### config.mk
export PLATFORM = sky130hd
export DESIGN_NAME = bf16_vec_fma
export DESIGN_NICKNAME = d
export VERILOG_FILES = /design/src/rtl/vfma_pkg.sv /design/src/rtl/vfma_pred_gate.sv /design/src/rtl/vfma_round.sv /design/src/rtl/vfma_lane.sv /design/src/rtl/bf16_vec_fma.sv
export SDC_FILE = /design/constraint.sdc
export NUM_CORES = 2
export LEC_CHECK = 0
export ABC_AREA = 1
export BUFFER_PORTS_ARGS = -buffer_cell sky130_fd_sc_hd__buf_2
export CAP_MARGIN = 20
export CELL_PAD_IN_SITES_DETAIL_PLACEMENT = 0
export CELL_PAD_IN_SITES_GLOBAL_PLACEMENT = 1
export CORE_MARGIN = 2
export CORE_UTILIZATION = 45
export CTS_CLUSTER_DIAMETER = 100
export DETAILED_ROUTE_END_ITERATION = 6
export GPL_ROUTABILITY_DRIVEN = 0
export MAX_ROUTING_LAYER = met4
export PLACE_DENSITY_LB_ADDON = 0.3
export SYNTH_ARGS = -nofsm -noshare
export SYNTH_HDL_FRONTEND = slang
export SYNTH_SLANG_ARGS = --single-unit
### constraint.sdc
create_clock -name clk_i -period 3.7 [get_ports clk_i]
set_input_delay 0.185 -clock clk_i [delete_from_list [all_inputs] [get_ports clk_i]]
set_output_delay 0.185 -clock clk_i [all_outputs]
set_load 0.02 [all_outputs]
### src/rtl/vfma_pkg.sv
`timescale 1ns/1ps
package vfma_pkg;
  localparam int unsigned BF_W    = 16;
  localparam int unsigned EXP_W   = 8;
  localparam int unsigned FRAC_W  = 7;
  localparam int          BIAS    = 127;
  localparam logic [BF_W-1:0] DFLT_NAN = 16'h7FC0;

  typedef logic signed [11:0] exp_t;

  // leading zero count; callers pad the low bits with ones
  function automatic logic [5:0] lzc32(input logic [31:0] v);
    logic [5:0] n;
    n = 6'd32;
    for (int i = 0; i < 32; i++) begin
      if (v[i]) n = 6'(31 - i);
    end
    return n;
  endfunction
endpackage

### src/rtl/vfma_pred_gate.sv
`timescale 1ns/1ps
module vfma_pred_gate #(
  parameter int unsigned LANES = 4,
  localparam int unsigned VW = 16 * LANES
) (
  input  logic [2*LANES-1:0] pred_i,
  input  logic [VW-1:0]      a_i,
  input  logic [VW-1:0]      b_i,
  output logic [LANES-1:0]   act_o,
  output logic [VW-1:0]      a_o,
  output logic [VW-1:0]      b_o
);
  logic [LANES-1:0] odd_bits;
  logic             any_act;
  logic             unused_pred_odd;

  for (genvar e = 0; e < LANES; e++) begin : g_dec
    assign act_o[e]    = pred_i[2*e];
    assign odd_bits[e] = pred_i[2*e+1];
  end

  assign any_act         = |act_o;
  assign unused_pred_odd = ^odd_bits;
  assign a_o = any_act ? a_i : '0;
  assign b_o = any_act ? b_i : '0;
endmodule

### src/rtl/vfma_round.sv
`timescale 1ns/1ps
module vfma_round import vfma_pkg::*; #(
  parameter int unsigned MW = 21
) (
  input  logic [MW-1:0] mag_i,
  input  exp_t          lsb_exp_i,
  input  logic          sign_i,
  output logic [15:0]   res_o
);
  localparam int unsigned XW = MW + 10;
  localparam int unsigned SH_MAX = XW + 2;

  logic [5:0]     lz;
  exp_t           msb_exp, msb_c, rsh, ebias, efin;
  logic [5:0]     sh;
  logic [XW-1:0]  ext;
  logic [2*XW+1:0] t;
  logic [8:0]     m, mr;
  logic           rnd_bit, stk, inc;
  logic           unused_hi;

  assign lz      = lzc32({mag_i, {(32-MW){1'b1}}});
  assign msb_exp = lsb_exp_i + exp_t'(MW - 1) - $signed({6'b0, lz});
  assign msb_c   = (msb_exp < -12'sd126) ? -12'sd126 : msb_exp;
  // right shift of the 10-bit-extended magnitude to the result quantum
  assign rsh     = msb_c - 12'sd7 - lsb_exp_i + 12'sd10;
  assign sh      = (rsh > exp_t'(SH_MAX)) ? 6'(SH_MAX) : (rsh < 0) ? 6'd0 : rsh[5:0];
  assign ext     = {mag_i, 10'b0};
  assign t       = {ext, {(XW+2){1'b0}}} >> sh;
  assign m       = t[XW+10:XW+2];
  assign rnd_bit = t[XW+1];
  assign stk     = |t[XW:0];
  assign unused_hi = ^t[2*XW+1:XW+11];
  assign inc     = rnd_bit & (stk | m[0]);
  assign mr      = m + 9'(inc);
  assign ebias   = msb_c + exp_t'(BIAS);

  always_comb begin
    if (mr[8])      efin = ebias + 12'sd1;
    else if (mr[7]) efin = ebias;
    else            efin = '0;
    if (efin >= 12'sd255) res_o = {sign_i, 8'hFF, 7'd0};
    else if (mr[8])       res_o = {sign_i, efin[7:0], 7'd0};
    else                  res_o = {sign_i, efin[7:0], mr[6:0]};
  end
endmodule

### src/rtl/vfma_lane.sv
`timescale 1ns/1ps
module vfma_lane import vfma_pkg::*; (
  input  logic [15:0] a_i,
  input  logic [15:0] b_i,
  input  logic [15:0] c_i,
  input  logic        neg_a_i,
  input  logic        neg_c_i,
  output logic [15:0] res_o
);
  localparam int unsigned GB = 4;          // guard bits incl. sticky slot
  localparam int unsigned WW = 16 + GB;

  logic       sa, sb, sc, ps;
  logic [7:0] ea, eb, ec, ma, mb, mc;
  logic [6:0] fa, fb, fc;
  logic a_zero, b_zero, c_zero, a_inf, b_inf, c_inf, a_nan, b_nan, c_nan;
  exp_t xa, xb, xc, pe, pen, cen, big_e, small_e, dexp, wl;
  logic [15:0] pm, pn, cw, cn, big_sig, small_sig;
  logic [5:0]  lzp, lzq;
  logic        swap, big_s, small_s, sub;
  logic [WW-1:0] full, shv, sw, bw;
  logic          stk;
  logic signed [WW+1:0] dsum;
  logic [WW:0]   mag;
  logic          rsgn;
  logic [15:0]   rnd;

  assign sa = a_i[15] ^ neg_a_i;
  assign sb = b_i[15];
  assign sc = c_i[15] ^ neg_c_i;
  assign ps = sa ^ sb;
  assign {ea, fa} = a_i[14:0];
  assign {eb, fb} = b_i[14:0];
  assign {ec, fc} = c_i[14:0];

  assign a_zero = (ea == 8'd0) && (fa == 7'd0);
  assign b_zero = (eb == 8'd0) && (fb == 7'd0);
  assign c_zero = (ec == 8'd0) && (fc == 7'd0);
  assign a_inf  = (ea == 8'hFF) && (fa == 7'd0);
  assign b_inf  = (eb == 8'hFF) && (fb == 7'd0);
  assign c_inf  = (ec == 8'hFF) && (fc == 7'd0);
  assign a_nan  = (ea == 8'hFF) && (fa != 7'd0);
  assign b_nan  = (eb == 8'hFF) && (fb != 7'd0);
  assign c_nan  = (ec == 8'hFF) && (fc != 7'd0);

  assign ma = {|ea, fa};
  assign mb = {|eb, fb};
  assign mc = {|ec, fc};
  // exponent of the significand lsb
  assign xa = $signed({4'b0, (ea == 8'd0) ? 8'd1 : ea}) - 12'sd134;
  assign xb = $signed({4'b0, (eb == 8'd0) ? 8'd1 : eb}) - 12'sd134;
  assign xc = $signed({4'b0, (ec == 8'd0) ? 8'd1 : ec}) - 12'sd134;

  // exact product, then both terms normalised to bit 15
  assign pm  = 16'(ma) * 16'(mb);
  assign pe  = xa + xb;
  assign lzp = lzc32({pm, 16'hFFFF});
  assign pn  = pm << lzp[4:0];
  assign pen = pe - $signed({6'b0, lzp});
  assign cw  = {mc, 8'b0};
  assign lzq = lzc32({cw, 16'hFFFF});
  assign cn  = cw << lzq[4:0];
  assign cen = xc - 12'sd8 - $signed({6'b0, lzq});

  assign swap      = !c_zero && (cen > pen);
  assign big_sig   = swap ? cn : pn;
  assign big_e     = swap ? cen : pen;
  assign big_s     = swap ? sc : ps;
  assign small_sig = swap ? pn : cn;
  assign small_e   = swap ? pen : cen;
  assign small_s   = swap ? ps : sc;
  assign dexp      = big_e - small_e;
  assign full      = {small_sig, {GB{1'b0}}};

  always_comb begin
    if (dexp >= exp_t'(WW)) begin
      shv = '0;
      stk = |full;
    end else begin
      shv = full >> dexp[4:0];
      stk = |(full & ((WW'(1) << dexp[4:0]) - WW'(1)));
    end
  end

  assign sw   = {shv[WW-1:1], shv[0] | stk};
  assign bw   = {big_sig, {GB{1'b0}}};
  assign sub  = big_s ^ small_s;
  assign dsum = sub ? ($signed({2'b0, bw}) - $signed({2'b0, sw}))
                    : ($signed({2'b0, bw}) + $signed({2'b0, sw}));
  assign mag  = dsum[WW+1] ? WW'(-dsum) : dsum[WW:0];
  assign rsgn = dsum[WW+1] ? small_s : big_s;
  assign wl   = big_e - exp_t'(GB);

  vfma_round #(.MW(WW+1)) u_rnd (
    .mag_i    (mag),
    .lsb_exp_i(wl),
    .sign_i   (rsgn),
    .res_o    (rnd)
  );

  always_comb begin
    if (a_nan || b_nan || c_nan)                  res_o = DFLT_NAN;
    else if ((a_inf && b_zero) || (b_inf && a_zero)) res_o = DFLT_NAN;
    else if (a_inf || b_inf) begin
      if (c_inf && (sc != ps))                    res_o = DFLT_NAN;
      else                                        res_o = {ps, 8'hFF, 7'd0};
    end
    else if (c_inf)                               res_o = {sc, 8'hFF, 7'd0};
    else if (a_zero || b_zero) begin
      if (c_zero)                                 res_o = {ps & sc, 15'd0};
      else                                        res_o = {sc, c_i[14:0]};
    end
    else if (mag == '0)                           res_o = 16'h0000;
    else                                          res_o = rnd;
  end
endmodule

### src/rtl/bf16_vec_fma.sv
`timescale 1ns/1ps
module bf16_vec_fma import vfma_pkg::*; #(
  parameter int unsigned VL = 64,
  localparam int unsigned LANES = VL / BF_W,
  localparam int unsigned PW = VL / 8
) (
  input  logic          clk_i,
  input  logic          rst_ni,
  input  logic          valid_i,
  output logic          ready_o,
  input  logic          neg_a_i,
  input  logic          neg_c_i,
  input  logic [PW-1:0] pred_i,
  input  logic [VL-1:0] src_a_i,
  input  logic [VL-1:0] src_b_i,
  input  logic [VL-1:0] src_c_i,
  output logic          valid_o,
  input  logic          ready_i,
  output logic [VL-1:0] res_o
);
  logic [LANES-1:0] act;
  logic [VL-1:0]    a_g, b_g, res_d, res_q;
  logic             valid_q;
  logic             accept;

  vfma_pred_gate #(.LANES(LANES)) u_gate (
    .pred_i(pred_i),
    .a_i   (src_a_i),
    .b_i   (src_b_i),
    .act_o (act),
    .a_o   (a_g),
    .b_o   (b_g)
  );

  for (genvar e = 0; e < LANES; e++) begin : g_lane
    logic [15:0] fma_r;
    vfma_lane u_lane (
      .a_i    (a_g[16*e +: 16]),
      .b_i    (b_g[16*e +: 16]),
      .c_i    (src_c_i[16*e +: 16]),
      .neg_a_i(neg_a_i),
      .neg_c_i(neg_c_i),
      .res_o  (fma_r)
    );
    assign res_d[16*e +: 16] = act[e] ? fma_r : src_c_i[16*e +: 16];
  end

  assign ready_o = !valid_q || ready_i;
  assign accept  = valid_i && ready_o;

  always_ff @(posedge clk_i or negedge rst_ni) begin
    if (!rst_ni) begin
      valid_q <= 1'b0;
      res_q   <= '0;
    end else begin
      if (accept)       valid_q <= 1'b1;
      else if (ready_i) valid_q <= 1'b0;
      if (accept)       res_q   <= res_d;
    end
  end

  assign valid_o = valid_q;
  assign res_o   = res_q;
endmodule

---- Word level (Yosys, flattened, before mapping) ----
Index checks and enable logic that the tools add are counted.
storage, ports and cells
  register bits after elaboration ......... 65
  input port bits ......................... 206
cells by class
  add/subtract/negate cells ............... 84
  $mul .................................... 4
  order comparisons ....................... 24
  equal/unequal tests ..................... 16
  shift-type cells ........................ 20
  muxes and demuxes ....................... 304
  bitwise gates (word level) .............. 36
  reduce and logical (&&, ||, !) cells .... 145
operators with widths
  kind                     count
  $mux W6                  120
  $mux W16                 44
  $mux W5                  64
  $shr A64 B6 Y42          4
  $mux W12                 20
  $mux W64                 2
  $reduce_or A32 Y1        4
  $shl A16 B5 Y16          8
  $sub A8 B8 Y9 const B    12
  $eq A8 B8 Y1 const B     12
  $logic_not A8 Y1         12
  $mux W8                  12
  $reduce_or A8 Y1         12
  $sub A12 B12 Y12         8
  $sub A12 B4 Y12 const B  8
  $sub A12 B7 Y12          8
  $mux W22                 4
  $add A20 B20 Y21         4
  $logic_not A21 Y1        4
  $logic_not A7 Y1         12
  $mux W21                 4
  $reduce_bool A7 Y1       12
  $sub A20 B20 Y21         4
  $and A20 B20 Y20         4
  34 further kinds         235

---- Longest topological paths before layout ----
  word-level depth ........................ 81
  mapped depth ............................ 177

---- Modules after synthesis ----
From an unflattened synthesis, not the netlist that was laid out.
second synthesis, totals
  cell total of the unflattened synthesis .. 11585
  area, all modules ....................... 63573.5 um2
by module, submodules not included
  module                            instances  cells an instance  area each (um2)  seq. area each (um2)
  vfma_lane (g_lane[1].u_lane ...)  2          1959               10716.5          0.0
  vfma_round                        4          733                3928.8           0.0
  vfma_lane (g_lane[0].u_lane)      1          1998               10901.7          0.0
  vfma_lane (g_lane[3].u_lane)      1          1964               10744.1          0.0
  bf16_vec_fma                      1          483                3303.2           1626.6
  vfma_pred_gate                    1          290                1476.4           0.0

---- Worst setup path after synthesis ----
OpenSTA, ideal clock, no wires.
  path kind ............................... in2reg
  start ................................... in pred_i[6]
  end ..................................... reg res_q[35], in the netlist res_o[35]
  arrival ................................. 23.417 ns
  data required time ...................... 3.578 ns
  setup slack ............................. -19.839 ns
  cell stages on the path ................. 163
  buffers on the path ..................... 11
  path through ............................ nor2_1 > nand2_2 > buf_4 > clkbuf_1 > buf_1 > nand2_1 > inv_1 > nor4_1 > nor2_1 > fa_1 > fa_1 > fa_1 > inv_1 > fa_1 > inv_1 > ha_1 > inv_1 > nor4_1 > [127 not listed] > ha_1 > nand3_1 > nor2_2 > nand3_2 > nand2_2 > buf_4 > nand2_1 > nand2_1 > nand2_1 > nor2_1 > nand3_1 > nand2_2 > nand2_4 > buf_6 > nand3_1 > nand2_1 > nand2_1 > a21oi_1
between the ends
  cells in the longest elaborated chain, start to end .. 80
  elaborated cells between the ends (all ways) .. 130
  classes of those cells .................. add/sub (18); mul (1); order compare (6); eq/ne (2); shift (4); mux (65); bitwise (7); reduce/logical (27)
RTL lines
  item                                line                                        RTL
  start: declaration                  bf16_vec_fma.sv:13                          input logic [PW-1:0] pred_i,
  $reduce_or A4 Y1 (*)                vfma_pred_gate.sv:22                        assign any_act = |act_o;
  $mux W64, on equally long branches  vfma_pred_gate.sv:24, vfma_pred_gate.sv:25
  $mul A8 B8 Y16                      vfma_lane.sv:55                             assign pm = 16'(ma) * 16'(mb);
  $mux W5 (8 in a row)                vfma_pkg.sv:16                              if (v[i]) n = 6'(31 - i);
  $mux W6 (8 in a row)                vfma_pkg.sv:16
  $sub A12 B7 Y12                     vfma_lane.sv:59                             assign pen = pe - $signed({6'b0, lzp});
  $gt A12 B12 Y1                      vfma_lane.sv:65                             assign swap = !c_zero && (cen > pen);
  $logic_and A1 B1 Y1                 vfma_lane.sv:65
  [50 not listed]                     --
  $mux W15                            vfma_round.sv:42                            if (efin >= 12'sd255) res_o = {sign_i, 8'hFF, 7'd0};
  $mux W16                            vfma_lane.sv:113                            else if (mag == '0) res_o = 16'h0000;
  $mux W16                            vfma_lane.sv:109                            else if (a_zero || b_zero) begin
  $mux W16                            vfma_lane.sv:108                            else if (c_inf) res_o = {sc, 8'hFF, 7'd0};
  $mux W16                            vfma_lane.sv:104                            else if (a_inf || b_inf) begin
  $mux W16                            vfma_lane.sv:103                            else if ((a_inf && b_zero) || (b_inf && a_zero)) res_o = DFLT_NAN;
  $mux W16 (*)                        vfma_lane.sv:102                            if (a_nan || b_nan || c_nan) res_o = DFLT_NAN;
  $mux W16 (*)                        bf16_vec_fma.sv:45                          assign res_d[16*e +: 16] = act[e] ? fma_r : src_c_i[16*e +: 16];
  end signal: assignment              bf16_vec_fma.sv:58                          if (accept) res_q <= res_d;
  end: declaration                    bf16_vec_fma.sv:22                          logic [VL-1:0] a_g, b_g, res_d, res_q;
Mark *: on every way between the ends. The rest lies on a longest branch, timed or not.
A chain may end at the register's enable or synchronous reset.

---- Worst setup path after layout ----
  start ................................... in pred_i[2]
  end ..................................... reg res_q[38], in the netlist res_o[38]
The elaborated chain is that of the path after synthesis.

==> results.yml <==
grt:
  met3_usage_pct: 4.00
  antenna_found_initial: 24
  grt_max_degree: 53
  use_met2_pct: 60.3
  grt_overflow: 0
  grt_use_total_pct: 35.8
  grt_pass1_vias: 80100
  grt_pass1_wl_um: 382000
  grt-busiest-layer: "met2"
  use_met1_pct: 43.5
clocking:
  clock-sinks: 65
  worstSkewPairLatency_ns: 0.42
  tritoncts: "yes"
  cts_made_buffers: 9
  path_clk_slew_ns: 0.07
  clockBufferDepth: 2
  root_buffer: "clkbuf_16"
  cts-htree-levels: 3
cells_and_area:
  drive_above_1_share_pct: 34.4
  syn_to_final_growth_pct: 57.0
  layout_commonest_cell: "buf_4"
  layout_common_cells: "3369 x buf_4, 2768 x nand2_1, 1447 x inv_1"
  nNetsFinal: 14900
drt:
  ant_nets: 0
  drtIter0Drc: 6837
  drcViolationCount: 13
  avgViaCountPerCell: 5.31
  drt-total-wl_um: 239000
  drtPass1Iterations: 7
  num_vias: 82800
  wl_per_cell_um: 15.3
floorplan:
  die_w_um: 361
  row_count: 131
  initial_core_util_pct: 45.2
  pin_count: 272
  die_h_um: 361
  die_area_mm2: 0.130
  coreArea_mm2: 0.127
yosys:
  syn_nets: 11400
  syn_area_mm2: 0.0574
  post-synth-top-area-fraction_pct: 19.1
  yosysTopAreaCell: "nand2_1"
  ys_ff_latch: 65
  yosysSeqAreaShare_pct: 2.83
  async_flop_share_pct: 100
  synth_cell_types: 93
  synth_edf_count: 0
  synthCells: 10500
  synth-main-ff-cell: "dfrtp_1"
  avgSynthCellArea_um2: 5.49
  yosysWarnings: 0
  netlist_top_cells_area: "nand2_1 19%, ha_1 13%, nand3_1 12%"
run:
  maxCapViolCount: 0
status:
  violations: "DRC, setup timing"
  status: "complete, but fails checks"
critical_path:
  cp_data_arrival_time_ns: 22.87
  required_ns: 4.02
  cpMostUsedCell: "nand2_1"
  cpMaxStageDelayCell: "fa_2"
  crit_path_start_kind: "input pin"
  crit_type: "in -> reg"
  crit_fanout: 17
  max_stage_delay_ns: 0.56
  critPathCaptureType: "flop"
sta:
  setup_viol: 64
  maxSlewHeadroom_pct: 38.8
  fin_crit_sh_pct: 610
  fmax_mhz: 44.3
  tightest_slew_ns: 0.917
  clock_skew_ns: 0.0108
  post-route-min-period_ns: 22.55
  rsz0062_at_grt: "yes"
  drv_slew: 0
  setup_tns_ns: -1157.96
  setup_ws_ns: -18.85
  finalHoldViolations: 0
placed_design:
  dpl.hpwl_um: 197000
  port_buffers: 267
min_path:
  worstHoldPathType: "in -> reg"
logic make-up (layout without fill, tap and decap cells):
| group | count (synthesis) | after routing | share of synthesized area, % |
|---|---|---|---|
| AO/OA/AOI/OAI | 1416 | 1416 | 14.0 |
| AND/OR/NAND/NOR | 5943 | 5951 | 45.2 |
| XOR/XNOR | 351 | 351 | 5.60 |
| buffers and inverters | 1929 | 5358 | 13.5 |
| flip-flops | 65 | 65 | 2.83 |
| other | 0 | 19 | 0 |
| multiplexers | 1 | 1 | 0.0174 |
| adder cells (fa/ha/maj) | 760 | 760 | 18.9 |
worst paths after layout:
check | startpoint | endpoint | slack [ns] | cells past startpoint
setup / recovery | pred_i[2] | res_o[38]$_DFFE_PN0P_ | -18.85 | 163
hold / removal | ready_i | valid_o$_DFFE_PN0P_ | 0.1 | 4
setup reg to reg | valid_o$_DFFE_PN0P_ | res_o[41]$_DFFE_PN0P_ | 1.70 | 6
hold reg to reg | res_o[12]$_DFFE_PN0P_ | res_o[12]$_DFFE_PN0P_ | 0.47 | 2
max in group asynchronous | rst_ni | res_o[51]$_DFFE_PN0P_ | 2.39 | 3
min in group asynchronous | rst_ni | res_o[3]$_DFFE_PN0P_ | 0.41 | 2
per-stage QoR:
step | instance area [um2] | setup slack (ns) | hold slack [ns] | util (%) | instances
after floorplan | 58800 | -18.17 | -0.111 | - | 10500
after global placement | 84700 | -19.58 | 0.313 | 66.7 | 15300
after detailed placement | 84700 | -20.10 | 0.329 | 66.7 | 15300
after CTS | 88100 | -18.24 | 0.0734 | 69.4 | 15500
after global routing | 90100 | -20.35 | 0.117 | 70.9 | 15600
final | 90100 | -18.85 | 0.0951 | 70.9 | 15600
cell usage after synthesis, types with 17 or more instances:
| library cell | count |
|---|---|
| inv_2 | 75 |
| o21ai_1 | 135 |
| o31ai_1 | 31 |
| nand3_1 | 1388 |
| xor2_1 | 262 |
| or2_2 | 26 |
| o21bai_1 | 51 |
| o21ai_2 | 17 |
| nand4_1 | 141 |
| nand3b_1 | 18 |
| nor3_1 | 151 |
| nor2_2 | 35 |
| clkinv_1 | 33 |
| buf_1 | 31 |
| buf_6 | 20 |
| a21o_1 | 24 |
| nand2_2 | 69 |
| o211ai_1 | 43 |
| a21oi_1 | 572 |
| a31oi_1 | 50 |
| dfrtp_1 | 65 |
| inv_1 | 1517 |
| o21ai_0 | 362 |
| nor4_1 | 49 |
| nand2_1 | 2919 |
| buf_4 | 42 |
| clkbuf_1 | 108 |
| nand3_2 | 44 |
| xnor2_1 | 72 |
| o21a_1 | 21 |
| buf_2 | 89 |
| fa_1 | 180 |
| ha_1 | 580 |
| nor2_1 | 1007 |
critical path, delay by kind of cell:
kind	cells	cell delay (ns)
buf+inv	28	2.97
compound gates	35	4.51
xor+xnor	9	1.46
simple gates	74	7.85
fa+ha+maj	17	5.83
area by class of cell:
cell class              count  area [um2]
diodes                     19        47.5
clock buffers              13         260
clock inverters             3        15.0
fillers                 10800       36900
inverters                1629        6210
multi-input cells        8479       51800
flip-flops and latches     65        1630
well taps                1662        2080
repair buffers           3713       28000
flip-flops by register name, summed over array words and instances, names as in the netlist:
register	flops
res_o	64
valid_o	1
layer usage:
| layer | wire [um] | up-vias |
|---|---|---|
| li1 | - | 40800 |
| met2 | 112000 | 3084 |
| met1 | 100000 | 38200 |
| met5 | 0 | - |
| met4 | 10600 | 0 |
| met3 | 15900 | 653 |
timing repair:
action / CTS / global route
pin swaps: 267 / 258
hold buffers: 1 / 0
endpoints found under the setup margin: 64 / 64
hold endpoints to repair: 45 / 0
cloned: 17 / 5
setup buffers: 153 / 57
resized for setup: 400 / 369
Power is not shown: default switching activity piles up to over one toggle a cycle in this logic, so the estimate is an artifact.
